--- config.mk ---
export PLATFORM = sky130hd
export DESIGN_NAME = sfg_top
export DESIGN_NICKNAME = d
export VERILOG_FILES = /design/src/rtl/sfg_pkg.sv /design/src/rtl/sfg_edge.sv /design/src/rtl/sfg_bitdiv.sv /design/src/rtl/sfg_frame.sv /design/src/rtl/sfg_top.sv
export SDC_FILE = /design/constraint.sdc
export NUM_CORES = 1
export LEC_CHECK = 0
export ABC_AREA = 1
export CORE_ASPECT_RATIO = 1.1
export CORE_UTILIZATION = 50
export DETAILED_ROUTE_END_ITERATION = 12
export GPL_ROUTABILITY_DRIVEN = 0
export PLACE_DENSITY = 0.85
export RECOVER_POWER = 25
export SYNTH_ARGS = -nofsm -noshare
export SYNTH_HDL_FRONTEND = slang
export SYNTH_SLANG_ARGS = --single-unit
--- constraint.sdc ---
create_clock -name clk -period 2.5 [get_ports clk]
set_input_delay 0.25 -clock clk [delete_from_list [all_inputs] [get_ports clk]]
set_output_delay 0.25 -clock clk [all_outputs]
set_load 0.01 [all_outputs]
--- src/rtl/sfg_pkg.sv ---
package sfg_pkg;
    typedef enum logic [1:0] {
        SRC_SYS = 2'b00,
        SRC_EXT = 2'b01,
        SRC_RXP = 2'b10,
        SRC_TXP = 2'b11
    } src_sel_e;
endpackage

--- src/rtl/sfg_edge.sv ---
// Two-flop synchronizer followed by a polarity-selected edge detector.
module sfg_edge (
    input  logic clk,
    input  logic rst_n,
    input  logic pin,
    input  logic pol,
    output logic hit
);
    typedef struct packed {
        logic [2:0] sh;
    } edge_st_t;

    edge_st_t s_d, s_q;

    always_comb begin
        s_d    = s_q;
        s_d.sh = {s_q.sh[1:0], pin};
        hit    = pol ? (~s_q.sh[1] & s_q.sh[2]) : (s_q.sh[1] & ~s_q.sh[2]);
    end

    always_ff @(posedge clk or negedge rst_n) begin
        if (!rst_n) s_q <= '0;
        else        s_q <= s_d;
    end
endmodule

--- src/rtl/sfg_bitdiv.sv ---
// Stage one: input clocks per bit clock, with phase reload on resync.
module sfg_bitdiv #(
    parameter int DIV_W = 8
) (
    input  logic             clk,
    input  logic             rst_n,
    input  logic             en,
    input  logic             tick,
    input  logic             resync,
    input  logic [DIV_W-1:0] div,
    output logic             bit_clk,
    output logic             bit_tick
);
    localparam int CW = DIV_W + 1;

    typedef struct packed {
        logic [DIV_W-1:0] cnt;
        logic             run;
        logic             clk_o;
    } div_st_t;

    div_st_t          s_d, s_q;
    logic [CW-1:0]    half;
    logic             wrap;
    logic [DIV_W-1:0] nxt;

    always_comb begin
        half     = ({1'b0, div} + CW'(2)) >> 1;
        wrap     = tick && (s_q.cnt == div);
        nxt      = wrap ? '0 : s_q.cnt + 1'b1;
        bit_tick = en && (resync || wrap);
        s_d      = s_q;
        if (!en) begin
            s_d = '0;
        end else if (resync) begin
            s_d.cnt   = '0;
            s_d.run   = 1'b1;
            s_d.clk_o = 1'b1;
        end else if (tick) begin
            s_d.cnt   = nxt;
            s_d.run   = s_q.run | wrap;
            s_d.clk_o = (s_q.run | wrap) && ({1'b0, nxt} < half);
        end
    end

    always_ff @(posedge clk or negedge rst_n) begin
        if (!rst_n) s_q <= '0;
        else        s_q <= s_d;
    end

    assign bit_clk = s_q.clk_o;
endmodule

--- src/rtl/sfg_frame.sv ---
// Stages two and three: frame period and pulse width, plus setting shadows.
module sfg_frame #(
    parameter int DIV_W = 8,
    parameter int FRM_W = 10
) (
    input  logic             clk,
    input  logic             rst_n,
    input  logic             en,
    input  logic             sync_en,
    input  logic             bit_tick,
    input  logic             resync,
    input  logic [DIV_W-1:0] div_in,
    input  logic [FRM_W-1:0] per_in,
    input  logic [FRM_W-1:0] wid_in,
    output logic             frame,
    output logic [DIV_W-1:0] div_cur
);
    localparam logic [FRM_W-1:0] FCNT_MAX = '1;

    typedef struct packed {
        logic [FRM_W-1:0] fcnt;
        logic             on;
        logic             run;
        logic [DIV_W-1:0] div_s;
        logic [FRM_W-1:0] per_s;
        logic [FRM_W-1:0] wid_s;
    } frm_st_t;

    frm_st_t          s_d, s_q;
    logic             start;
    logic [FRM_W-1:0] nxt;

    always_comb begin
        s_d   = s_q;
        start = 1'b0;
        nxt   = s_q.fcnt + 1'b1;
        if (sync_en && (s_q.fcnt == FCNT_MAX)) nxt = s_q.fcnt;
        if (!en) begin
            s_d       = '0;
            s_d.div_s = div_in;
            s_d.per_s = per_in;
            s_d.wid_s = wid_in;
        end else if (bit_tick) begin
            start = sync_en ? resync : (!s_q.run || (s_q.fcnt == s_q.per_s));
            if (start) begin
                s_d.fcnt  = '0;
                s_d.on    = 1'b1;
                s_d.run   = 1'b1;
                s_d.div_s = div_in;
                s_d.per_s = per_in;
                s_d.wid_s = wid_in;
            end else begin
                s_d.fcnt = nxt;
                s_d.on   = s_q.run && (nxt <= s_q.wid_s);
            end
        end
    end

    always_ff @(posedge clk or negedge rst_n) begin
        if (!rst_n) s_q <= '0;
        else        s_q <= s_d;
    end

    assign frame   = s_q.on;
    assign div_cur = s_q.div_s;
endmodule

--- src/rtl/sfg_top.sv ---
module sfg_top
    import sfg_pkg::*;
#(
    parameter int DIV_W = 8,
    parameter int FRM_W = 10
) (
    input  logic             clk,
    input  logic             rst_n,
    input  logic             gen_en,
    input  logic [1:0]       src_mode,
    input  logic             ext_clk,
    input  logic             ext_pol,
    input  logic             rxc_pin,
    input  logic             rxc_pol,
    input  logic             txc_pin,
    input  logic             txc_pol,
    input  logic [DIV_W-1:0] div_val,
    input  logic [FRM_W-1:0] per_val,
    input  logic [FRM_W-1:0] wid_val,
    input  logic             sync_en,
    input  logic             fs_pin,
    input  logic             fs_pol,
    output logic             bit_clk,
    output logic             frame_sync
);
    localparam int NPIN = 3;

    logic [NPIN-1:0]  pin_v, pol_v, hit_v;
    logic             fs_hit, src_tick, resync, bit_tick;
    logic [DIV_W-1:0] div_cur;

    assign pin_v = {txc_pin, rxc_pin, ext_clk};
    assign pol_v = {txc_pol, rxc_pol, ext_pol};

    for (genvar g = 0; g < NPIN; g++) begin : g_pin
        sfg_edge u_edge (
            .clk  (clk),
            .rst_n(rst_n),
            .pin  (pin_v[g]),
            .pol  (pol_v[g]),
            .hit  (hit_v[g])
        );
    end

    sfg_edge u_fs_edge (
        .clk  (clk),
        .rst_n(rst_n),
        .pin  (fs_pin),
        .pol  (fs_pol),
        .hit  (fs_hit)
    );

    always_comb begin
        case (src_sel_e'(src_mode))
            SRC_SYS: src_tick = 1'b1;
            SRC_EXT: src_tick = hit_v[0];
            SRC_RXP: src_tick = hit_v[1];
            default: src_tick = hit_v[2];
        endcase
    end

    assign resync = sync_en & fs_hit;

    sfg_bitdiv #(.DIV_W(DIV_W)) u_div (
        .clk     (clk),
        .rst_n   (rst_n),
        .en      (gen_en),
        .tick    (src_tick),
        .resync  (resync),
        .div     (div_cur),
        .bit_clk (bit_clk),
        .bit_tick(bit_tick)
    );

    sfg_frame #(.DIV_W(DIV_W), .FRM_W(FRM_W)) u_frm (
        .clk     (clk),
        .rst_n   (rst_n),
        .en      (gen_en),
        .sync_en (sync_en),
        .bit_tick(bit_tick),
        .resync  (resync),
        .div_in  (div_val),
        .per_in  (per_val),
        .wid_in  (wid_val),
        .frame   (frame_sync),
        .div_cur (div_cur)
    );
endmodule

==> metrics.md <==
| Metric | Value |
|---|---|
| I/O Buffers | `43` |
| DIE WIDTH | `82.42 um` |
| Area of the multi-input gates | `1819 um2` |
| Relative slew slack | `0.01023` |
| CP peak stage delay | `0.39 ns` |
| CTS root buffer | `clkbuf_8` |
| WHS Endpoint | `g_pin[1].u_edge.s_q[1]$_DFF_PN0_` |
| Die footprint | `7456 um2` |
| Beginning of the critical path | `u_frm.s_q[31]$_DFFE_PN0P_` |
| Avg WL per Cell | `15.04 um` |
| Max Buffers Root-to-Sink | `2` |
| Clock transition at path regs | `0.08 ns` |
| Drt drc | `0` |
| Worst slew pin tran | `1.485 ns` |
| GRT Util Overall | `0.2721` |
| Final HPWL DP | `6.212 mm` |
| Gate power share | `0.200` |
| Die Y-Extent | `90.47 um` |
| Reg-to-reg startpoint | `u_frm.s_q[31]$_DFFE_PN0P_` |
| Tmin final | `2.656 ns` |
| Vias in the first global route | `3347` |
| Clk Latency, worst-skew pair | `0.36 ns` |
| Layout Cells excl Fill | `626` |
| Site Rows | `31` |
| Final Cell Area | `4674 um2` |
| Nets@finish | `601` |
| Hold Path Stages | `0` |
| Initial antenna violation count | `0` |
| Data required time of the worst path | `2.74 ns` |
| Sink Count | `62` |
| Largest net degree at the start of global routing | `28` |
| Area of the mapped netlist | `3557 um2` |
| CTS H-tree lvls | `3` |
| Worst setup EP type | `flop` |
| P&R area growth vs syn | `31.41%` |
| WP depth | `17` |
| Vias per cell | `5.524` |
| Leakage | `2.397 nW` |
| Failing checks | `negative setup slack` |
| Unrepaired setup endpoints after global routing | `true` |
| Netlist cell types | `30` |
| Placed Area | `4173 um2` |
| Setup Viol. Count Final | `2` |
| Psw | `0.8726 mW` |
| Yosys top cell area share | `0.4362` |
| Most frequent cells in the layout | `nand2_1, dfrtp_1, inv_1` |
| FMAX | `376.5 MHz` |
| First-pass GRT wire length | `14.93 mm` |
| FF+latch area | `1553 um2` |
| Power Dens Cells | `642.8 nW/um2` |
| RR Endpoint | `u_frm.frame$_DFFE_PN0P_` |
| Placed cells | `593` |
| Core area | `6749 um2` |
| Critical path fanouts, max | `3` |
| TritonRoute pass-1 iters | `5` |
| Synth Instances | `460` |
| Setup Crit Path Kind | `reg -> reg` |
| Avg Inst Size Synth | `7.733 um2` |
| ANT cells | `0` |
| Status | `finished with violations` |
| Final period utilization | `1.062` |
| Share of power burned in registers | `0.398` |
| Critical path, cell by cell | `buf_6, ha_4, nand3_4, nor3_4, nand2_2, nor2_4, nor2_2, nand2_1, xor2_1, inv_1, ha_1, nand2_2, o21ai_1, a21oi_1, a32o_2, nand4_1, nand3_1` |
| CTS tree | `built` |
| HP Class | `reg -> reg` |
| # fillers | `530` |
| R2r setup slk | `-0.16 ns` |
| Final Slew Violations | `0` |
| Vias | `3458` |
| Switching Fraction | `0.2904` |
| Dpl ws | `-0.1355 ns` |
| Critical Path Most Common Cell | `nand2_2` |
| CP arrival | `2.89 ns` |
| Crit path max-delay family | `simple AND/OR/NAND/NOR gates` |
| Yosys reg bits | `62` |
| Grt ovf | `0` |
| Setup TNS | `-0.1925 ns` |
| Routed wire length | `9.413 mm` |
| Final hold vios | `0` |
| CTS Buf Count | `9` |
| Most common cell after layout, fill and taps aside | `nand2_1` |
| Clock share of power | `0.402` |
| PnR worst setup slack | `-0.1557 ns` |
| Peak supply drop | `0.3911 mV` |
| Initial DRC count | `251` |
| Synth warn | `0` |
| Post-synth top area cell | `dfrtp_1` |
| Net count after synthesis | `522` |
| Synth area leaders | `dfrtp_1, nand2_1, ha_1` |
| CP max stage cell | `dfrtp_1` |
| Total power | `3.005 mW` |
| Final antenna-violating net count | `0` |
| Sequential cell area fraction in the yosys report | `0.4362` |
| Initial Util | `0.5271` |
| Cell count of the worst reg-to-reg path | `17` |
| Fraction of layout cells with a size suffix above 1 | `0.1526` |
| Skew final | `0.008346 ns` |
| Worst hold path startpoint | `g_pin[1].u_edge.s_q[0]$_DFF_PN0_` |
| Buf/Inv on CP | `2` |
| Critical Path Source Type | `flop` |
| I/O Pins | `44` |
| Max Cap Viol | `0` |
| Internal | `2.132 mW` |
==> synth_stat cells (all sizes together) <==
cell type and number:
nand2 157, dfrtp 62, inv 58, nand3 41, nor2 35, ha 20, xor2 13, a21oi 12
buf 10, nor3 9, o21ai 9, xnor2 9, o22ai 8, nand4 7, nand3b 3, a32o 1
clkbuf 1, nor4 1, o211ai 1, o21bai 1, o41ai 1, or2 1
==> power by group through the flow <==
stage | sequential [mW] | combinational [mW] | clock (mW)
2_1_floorplan | 1.19 | 0.368 | 0
3_3_place_gp | 1.21 | 0.548 | 0
3_5_place_dp | 1.21 | 0.574 | 0
4_1_cts | 1.19 | 0.593 | 1.21
5_1_grt | 1.21 | 0.675 | 1.27
6_report | 1.20 | 0.600 | 1.21
==> metrics by stage <==
step / hold slack [ns] / util
6_report: 0.3495 / 0.6926
5_1_grt: 0.3562 / 0.6926
4_1_cts: 0.3224 / 0.6878
3_5_place_dp: 0.2990 / 0.6183
3_3_place_gp: 0.3007 / 0.6183
2_1_floorplan: -0.04559 / -
==> worst max-delay path by stage <==
stage / slack [ns] / end
after detailed placement: -0.14 / u_frm.frame$_DFFE_PN0P_
after global placement: 0.04 / u_frm.frame$_DFFE_PN0P_
after global routing: -0.37 / u_frm.frame$_DFFE_PN0P_
after CTS: -0.07 / u_frm.frame$_DFFE_PN0P_
final: -0.16 / u_frm.frame$_DFFE_PN0P_
after floorplan: 0.09 / u_frm.frame$_DFFE_PN0P_
==> sequential cells by signal, summed over array words and instances, names as in the netlist <==
signal,flops
u_frm.s_q,31
g_pin.u_edge.s_q,9
u_div.s_q,9
u_frm.div_cur,8
u_fs_edge.s_q,3
u_div.bit_clk,1
u_frm.frame,1
==> logic make-up after synthesis <==
| group | after synthesis | synth area share |
|---|---|---|
| AO/OA/AOI/OAI | 33 | 0.05312 |
| XOR/XNOR | 22 | 0.05417 |
| adder cells (fa/ha/maj) | 20 | 0.07035 |
| buffers and inverters | 69 | 0.08020 |
| flip-flops | 62 | 0.4362 |
| AND/OR/NAND/NOR | 254 | 0.3060 |
==> per-layer routing <==
metal  part of all wire  global-route usage  vias up  wire [um]
met1               0.38              0.2936     1638       3543
met3              0.061             0.07576       53        578
met2               0.50              0.4504      152       4745
li1                   -                   -     1615          -
met5                  0                   0        -          0
met4              0.058              0.1813        0        546
==> layout make-up <==
| type | instances | share of cell area |
|---|---|---|
| clock inverters | 7 | 0.03105 |
| multi-input cells | 329 | 0.3892 |
| inverters | 58 | 0.04657 |
| repair buffers | 79 | 0.1526 |
| clock buffers | 9 | 0.02650 |
| well taps | 82 | 0.02195 |
| flip-flops and latches | 62 | 0.3322 |
==> worst reg2reg max path, cell delays in order, from the launching register on <==
cell and delay, ns:
dfrtp_1 0.39, buf_6 0.12, ha_4 0.16, nand3_4 0.09, nor3_4 0.14, nand2_2 0.11, nor2_4 0.15, nor2_2 0.05
nand2_1 0.07, xor2_1 0.16, inv_1 0.08, ha_1 0.29, nand2_2 0.07, o21ai_1 0.15, a21oi_1 0.08, a32o_2 0.23
nand4_1 0.10, nand3_1 0.09
==> timing repair <==
| action | in CTS | in global routing |
|---|---|---|
| hold endpoints to repair | 25 | 0 |
| setup endpoints to repair | 1 | 3 |
| pin swaps | 16 | 5 |
| setup buffers | 14 | 2 |
| gates resized for setup | 20 | 6 |
| hold buffers | 1 | 0 |
No activity file was read; power rests on OpenSTA's default activity.
